<file path="src/rtl/zt_sram_pkg.sv">
package zt_sram_pkg;

  // Low two address bits for a given beat of a burst.
  function automatic logic [1:0] beat_lo(input logic [1:0] start,
                                         input logic [1:0] beat,
                                         input logic       interleave);
    logic [1:0] r;
    if (interleave) r = start ^ beat;
    else            r = start + beat;
    return r;
  endfunction

endpackage

</file>
<file path="src/rtl/zt_burst_ctrl.sv">
module zt_burst_ctrl
  import zt_sram_pkg::*;
#(
  parameter int AW = 6
) (
  input  logic          clk,
  input  logic          rst_n,
  input  logic          en,
  input  logic          new_cmd_n,
  input  logic          sel_ok,
  input  logic          write_n,
  input  logic [AW-1:0] word_addr,
  input  logic          interleave,
  output logic          active,
  output logic          is_wr,
  output logic [AW-1:0] cur_addr
);

  logic [AW-1:0] base_q;
  logic [1:0]    beat_q;
  logic          active_q;
  logic          wr_q;

  // named events for the assertions
  logic load_ev, adv_ev, drop_ev;
  assign load_ev = en && !new_cmd_n && sel_ok;
  assign drop_ev = en && !new_cmd_n && !sel_ok;
  assign adv_ev  = en && new_cmd_n && active_q;

  always_ff @(posedge clk or negedge rst_n) begin
    if (!rst_n) begin
      base_q   <= '0;
      beat_q   <= '0;
      active_q <= 1'b0;
      wr_q     <= 1'b0;
    end else if (load_ev) begin
      base_q   <= word_addr;
      beat_q   <= '0;
      active_q <= 1'b1;
      wr_q     <= !write_n;
    end else if (drop_ev) begin
      active_q <= 1'b0;
    end else if (adv_ev) begin
      beat_q   <= beat_q + 2'd1;
    end
  end

  assign active   = active_q;
  assign is_wr    = wr_q;
  assign cur_addr = {base_q[AW-1:2], beat_lo(base_q[1:0], beat_q, interleave)};

  a_r8_freeze_hold: assert property (@(posedge clk) disable iff (!rst_n)
    !en |=> ($stable(active_q) && $stable(beat_q) && $stable(base_q) && $stable(wr_q)));

  a_r7_beat_wrap: assert property (@(posedge clk) disable iff (!rst_n)
    adv_ev |=> (beat_q == $past(beat_q) + 2'd1));

  a_r9_deselect_ends: assert property (@(posedge clk) disable iff (!rst_n)
    drop_ev |=> !active_q);

  a_r12_idle_advance: assert property (@(posedge clk) disable iff (!rst_n)
    (en && new_cmd_n && !active_q) |=> !active_q);

endmodule

</file>
<file path="src/rtl/zt_write_pipe.sv">
module zt_write_pipe #(
  parameter int AW     = 6,
  parameter int LANES  = 4,
  parameter int LANE_W = 9,
  localparam int DW    = LANES * LANE_W
) (
  input  logic             clk,
  input  logic             rst_n,
  input  logic             en,
  input  logic             wbeat,
  input  logic [AW-1:0]    beat_addr,
  input  logic [LANES-1:0] lane_we_n,
  input  logic [DW-1:0]    wdata,
  output logic             pend_valid,
  output logic [AW-1:0]    pend_addr,
  output logic [LANES-1:0] pend_mask,
  output logic [DW-1:0]    pend_data
);

  logic [LANES-1:0] mask_q;   // lane mask taken with the command

  always_ff @(posedge clk or negedge rst_n) begin
    if (!rst_n) begin
      mask_q     <= '0;
      pend_valid <= 1'b0;
      pend_addr  <= '0;
      pend_mask  <= '0;
      pend_data  <= '0;
    end else if (en) begin
      mask_q     <= ~lane_we_n;
      pend_valid <= wbeat;
      pend_addr  <= beat_addr;
      pend_mask  <= mask_q;
      pend_data  <= wdata;
    end
  end

  a_r9_pending_completes: assert property (@(posedge clk) disable iff (!rst_n)
    (en && wbeat) |=> (pend_valid && pend_addr == $past(beat_addr)));

  a_r8_pending_waits: assert property (@(posedge clk) disable iff (!rst_n)
    !en |=> ($stable(pend_valid) && $stable(pend_data)));

endmodule

</file>
<file path="src/rtl/zt_mem_array.sv">
module zt_mem_array #(
  parameter int AW     = 6,
  parameter int LANES  = 4,
  parameter int LANE_W = 9,
  localparam int DW    = LANES * LANE_W,
  localparam int DEPTH = 1 << AW
) (
  input  logic             clk,
  input  logic             rst_n,
  input  logic             en,
  input  logic             pend_valid,
  input  logic [AW-1:0]    pend_addr,
  input  logic [LANES-1:0] pend_mask,
  input  logic [DW-1:0]    pend_data,
  input  logic [AW-1:0]    rd_addr,
  output logic [DW-1:0]    rd_word
);

  logic [DW-1:0] mem_q [DEPTH];
  logic [DW-1:0] raw_word;
  logic          fwd_hit;

  always_ff @(posedge clk or negedge rst_n) begin
    if (!rst_n) begin
      for (int i = 0; i < DEPTH; i++) mem_q[i] <= '0;
    end else if (en && pend_valid) begin
      for (int l = 0; l < LANES; l++)
        if (pend_mask[l]) mem_q[pend_addr][l*LANE_W +: LANE_W] <= pend_data[l*LANE_W +: LANE_W];
    end
  end

  assign raw_word = mem_q[rd_addr];
  assign fwd_hit  = pend_valid && (pend_addr == rd_addr);

  for (genvar g = 0; g < LANES; g++) begin : g_lane
    assign rd_word[g*LANE_W +: LANE_W] = (fwd_hit && pend_mask[g]) ?
      pend_data[g*LANE_W +: LANE_W] : raw_word[g*LANE_W +: LANE_W];
  end

  a_r4_commit_visible: assert property (@(posedge clk) disable iff (!rst_n)
    (en && pend_valid && pend_mask[0] && rd_addr == pend_addr) |=>
      (mem_q[$past(pend_addr)][LANE_W-1:0] == $past(pend_data[LANE_W-1:0])));

endmodule

</file>
<file path="src/rtl/zt_burst_sram.sv">
module zt_burst_sram #(
  parameter int AW     = 6,
  parameter int LANES  = 4,
  parameter int LANE_W = 9,
  localparam int DW    = LANES * LANE_W
) (
  input  logic             clk,
  input  logic             rst_n,
  input  logic             hold_req,
  input  logic             new_cmd_n,
  input  logic             sel_a_n,
  input  logic             sel_b,
  input  logic             sel_c_n,
  input  logic             write_n,
  input  logic [LANES-1:0] lane_we_n,
  input  logic [AW-1:0]    word_addr,
  input  logic [DW-1:0]    wdata,
  input  logic             burst_interleave,
  input  logic             out_en_n,
  output logic [DW-1:0]    rdata,
  output logic             rdata_drive
);

  logic          en, sel_ok;
  logic          active, is_wr;
  logic [AW-1:0] cur_addr;
  logic          pend_valid;
  logic [AW-1:0] pend_addr;
  logic [LANES-1:0] pend_mask;
  logic [DW-1:0] pend_data;
  logic [DW-1:0] rd_word;
  logic          rd_beat;

  assign en     = !hold_req;
  assign sel_ok = !sel_a_n && sel_b && !sel_c_n;

  zt_burst_ctrl #(.AW(AW)) u_ctrl (
    .clk(clk), .rst_n(rst_n), .en(en), .new_cmd_n(new_cmd_n),
    .sel_ok(sel_ok), .write_n(write_n), .word_addr(word_addr),
    .interleave(burst_interleave), .active(active), .is_wr(is_wr),
    .cur_addr(cur_addr)
  );

  zt_write_pipe #(.AW(AW), .LANES(LANES), .LANE_W(LANE_W)) u_wpipe (
    .clk(clk), .rst_n(rst_n), .en(en), .wbeat(active && is_wr),
    .beat_addr(cur_addr), .lane_we_n(lane_we_n), .wdata(wdata),
    .pend_valid(pend_valid), .pend_addr(pend_addr),
    .pend_mask(pend_mask), .pend_data(pend_data)
  );

  zt_mem_array #(.AW(AW), .LANES(LANES), .LANE_W(LANE_W)) u_mem (
    .clk(clk), .rst_n(rst_n), .en(en), .pend_valid(pend_valid),
    .pend_addr(pend_addr), .pend_mask(pend_mask), .pend_data(pend_data),
    .rd_addr(cur_addr), .rd_word(rd_word)
  );

  assign rd_beat     = active && !is_wr;
  assign rdata_drive = rd_beat && !out_en_n;
  assign rdata       = rdata_drive ? rd_word : '0;

  a_r10_write_release: assert property (@(posedge clk) disable iff (!rst_n)
    (en && !new_cmd_n && sel_ok && !write_n) |=> !rdata_drive);

  a_r8_output_frozen: assert property (@(posedge clk) disable iff (!rst_n)
    (!en && !out_en_n && $past(!out_en_n)) |=> $stable(rdata_drive));

endmodule

</file>
<file path="config.mk">
export PLATFORM = sky130hd
export DESIGN_NAME = zt_burst_sram
export DESIGN_NICKNAME = d
export VERILOG_FILES = /design/src/rtl/zt_sram_pkg.sv /design/src/rtl/zt_burst_ctrl.sv /design/src/rtl/zt_write_pipe.sv /design/src/rtl/zt_mem_array.sv /design/src/rtl/zt_burst_sram.sv
export SDC_FILE = /design/constraint.sdc
export NUM_CORES = 2
export LEC_CHECK = 0
export BUFFER_PORTS_ARGS = -buffer_cell sky130_fd_sc_hd__clkbuf_2
export CORE_MARGIN = 10
export CORE_UTILIZATION = 30
export DETAILED_ROUTE_END_ITERATION = 12
export MAX_ROUTING_LAYER = met4
export PLACE_DENSITY_LB_ADDON = 0.1
export SYNTH_ARGS = -nofsm -noshare
export SYNTH_HDL_FRONTEND = slang
export SYNTH_SLANG_ARGS = --single-unit
</file>
<file path="constraint.sdc">
create_clock -name clk -period 4.1 [get_ports clk]
set_input_delay 0.82 -clock clk [delete_from_list [all_inputs] [get_ports clk]]
set_output_delay 0.82 -clock clk [all_outputs]
set_load 0.01 [all_outputs]
</file>
==> results.toml <==
[synth]
synth_warnings = 0
synth_top_area_share_pct = 52.58
synth_fa_ha_area_share_pct = 0.01112
synth_compound_area_share_pct = 5.319
synth_cells = 8802
synthesis.nets = 8859
synthTopCellsByCount = "mux2_2, dfrtp_1, nand2_1, clkbuf_1, nor2_1"
syn-mean-instance-area_um2 = 12.79
synth_most_common_cell = "mux2_2"
synth_area_leader_cell = "dfrtp_1"
synth_top_family_by_area = "multiplexers"
seq_area_frac_synth_pct = 52.58
synthesis.area_um2 = 112600
synth-simple-area-share_pct = 7.340
synth_mux_area_share_pct = 32.00
synth_edf_count = 0
ys.flop_type = "dfrtp_1"
async_flop_share_pct = 100.0
synth_xor_xnor_area_share_pct = 0.1456
synth_cell_types = 72
synth_area_leaders = "dfrtp_1, mux2_2, mux4_2, nand2_1, mux2i_1"
ys_ff_latch = 2365

[pwr]
peakVddDrop_mv = 0.4166
p_total_w = 0.08231
power.leakage_nw = 65.25
pwr_density_cell_nw_per_um2 = 583.5

[detailed_routing]
vias_per_cell = 5.442
drtIter0Drc = 7151
ant_nets = 0
drc = 0
first_pass_iters = 7
num_vias = 80970
wl_per_cell_um = 31.92
drt-total-wl_um = 475000

[timing]
hold_viol = 0
maxSlewHeadroom_pct = 3.021
drv_slew = 0
final-setup-viol-count = 36
worst_pin_slew_ns = 1.449
fmax_mhz = 199.5
timing.final.ws_setup_ns = -0.9123
period_needed_ns = 5.012
fin_skew_ns = 0.03069
rsz0062_at_grt = "true"
finalCritPeriodShare_pct = 122.3

[clocking]
tritoncts = "yes"
numCtsBuffers = 290
cts_sinks = 2365
htreeDepth = 5
cts_buffer_depth = 4
cts-root-buf = "clkbuf_16"
clk_latency_ns = 0.94
clk_pin_slew_ns = 0.06

[global_route]
grt-ovfl-total = 0
grt_start_max_net_pins = 126
grt_pass1_wl_um = 664300
track_usage_pct = 23.63
grt_pass1_vias = 82450
grt_antenna_before_repair = 25

[finish]
stdcell_count = 14880
nFillCells = 35600
area_growth_syn_to_layout_pct = 25.33
fin_util_pct = 37.82
final_nets = 9727
postLayoutCellArea_um2 = 141100
drive_above_1_share_pct = 47.93

[critical_path]
cp_max_fo = 4
crit_path_start_kind = "register"
critPathRequiredTime_ns = 3.28
critPathArrivalTime_ns = 4.19
worstSetupPathType = "reg2out"
setup.worst_path.end_class = "output port"

[placed_design]
postPlaceCellArea_um2 = 126000
place_congestion = 0.8707
port-buffer-count = 92
dp_hpwl_um = 313100
placed_cells = 14150
preCtsSetupSlack_ns = -0.9128

[floorplan]
initial_core_util_pct = 30.17
coreArea_um2 = 373000
die_area_um2 = 400100
rows = 224
ios = 93
die_y_um = 632.5
die_x_um = 632.5

[status]
failed_checks = "setup timing"
outcome = "complete, but fails checks"

[min_path]
hp-class = "in2reg"

[job]
drv_cap = 0
==> logic make-up after synthesis <==
group                      Yosys count
AOI/OAI and AO/OA                  856
xor gates and xnor gates            12
adders and majority gates            1
buffers and inverters              711
DFF                               2365
muxes                             2906
and+or+nand+nor                   1951
==> registers in the layout, summed over array words and instances (netlist names) <==
name,count
u_wpipe.pend_valid,1
u_ctrl.active,1
u_wpipe.mask_q,4
u_wpipe.pend_mask,4
u_ctrl.base_q,6
u_ctrl.beat_q,2
u_wpipe.pend_addr,6
u_ctrl.is_wr,1
u_wpipe.pend_data,36
u_mem.mem_q,2304
==> layer usage <==
metal | routed length [µm] | GRT usage [%] | vias up
li1 | - | - | 34130
met1 | 210200 | 31.40 | 43710
met2 | 221100 | 37.27 | 2412
met3 | 25860 | 3.824 | 725
met4 | 17820 | 6.977 | 0
met5 | 0 | - | -
==> critical path, cell delays in order, from the launching register on <==
cell     delay [ns]
dfrtp_1        0.42
ha_4           0.21
and2b_4        0.21
xnor2_4        0.24
buf_12         0.14
buf_8          0.10
buf_16         0.15
mux4_2         0.54
a31oi_4        0.16
nand2_2        0.08
or3_4          0.37
a221o_1        0.44
buf_2          0.18
==> path summary, 6_finish.rpt <==
path	startpoint	cells past startpoint	end	slack, ns
max in group asynchronous	rst_n	3	u_wpipe.pend_data[12]$_DFFE_PN0N_	2.16
min reg2reg	u_mem.mem_q[129]$_DFFE_PN0P_	1	u_mem.mem_q[129]$_DFFE_PN0P_	0.50
min in group asynchronous	rst_n	2	u_mem.mem_q[2014]$_DFFE_PN0P_	0.53
min	write_n	2	u_ctrl.is_wr$_DFFE_PN0P_	0.06
max	u_ctrl.base_q[0]$_DFFE_PN0P_	12	rdata[12]	-0.91
max reg2reg	u_wpipe.pend_addr[2]$_DFFE_PN0N_	6	u_mem.mem_q[1880]$_DFFE_PN0P_	0.59
==> area by class of cell <==
class,count,area [µm²],area share [%]
clock buffers,447,8667,6.144
inverters,8,58.81,0.04169
multi-input cells,5726,52390,37.14
diodes,13,32.53,0.02306
clock inverters,70,808.3,0.5730
repair buffers,1279,13650,9.675
well taps,4972,6221,4.410
flip-flops and latches,2365,59240,41.99
==> stage by stage <==
stage | setup TNS, ns | hold slack (ns)
after CTS | -29.86 | 0.009410
after global routing | -31.45 | 0.02976
final | -28.55 | 0.06108
after global placement | -18.76 | 0.4813
after floorplan | 0 | 0.4492
after detailed placement | -18.91 | 0.4878
==> power breakdown <==
part	internal [W]	total, W	switching (W)
Sequential	0.0238	0.0243	0.000487
Combinational	0.0136	0.0319	0.0183
Clock	0.0154	0.0261	0.0107
==> timing repair <==
action,in CTS,in global routing
hold endpoints to repair,25,0
cloned,30,17
hold buffers,1,0
buffers inserted,105,78
gates resized for setup,429,190
pin swaps,113,96
endpoints found under the setup margin,36,36
==> placed cells by master, fill, tap and decap left out, types with 14 or more instances in the layout <==
cell,n
clkbuf_2,70
a21oi_1,75
mux2_2,2374
a311oi_1,54
buf_8,31
o22ai_1,107
buf_16,36
or3_1,19
nand4_1,42
o2111ai_2,17
clkbuf_8,66
nand3_1,222
buf_12,192
a221oi_1,30
nor2_4,14
clkbuf_16,315
o221ai_1,70
clkinv_2,38
buf_6,81
nand2_1,1025
mux2i_1,186
a31oi_1,143
o21ai_1,26
a221o_1,15
nor2_1,315
o21ai_0,83
mux4_2,316
o211ai_1,14
dfrtp_1,2324
a22oi_1,14
nor3_1,171
nor3_2,14
a21oi_2,17
dfrtp_2,38
nand2_2,23
clkbuf_1,84
buf_4,831
Power figures use the tool's default switching activity.
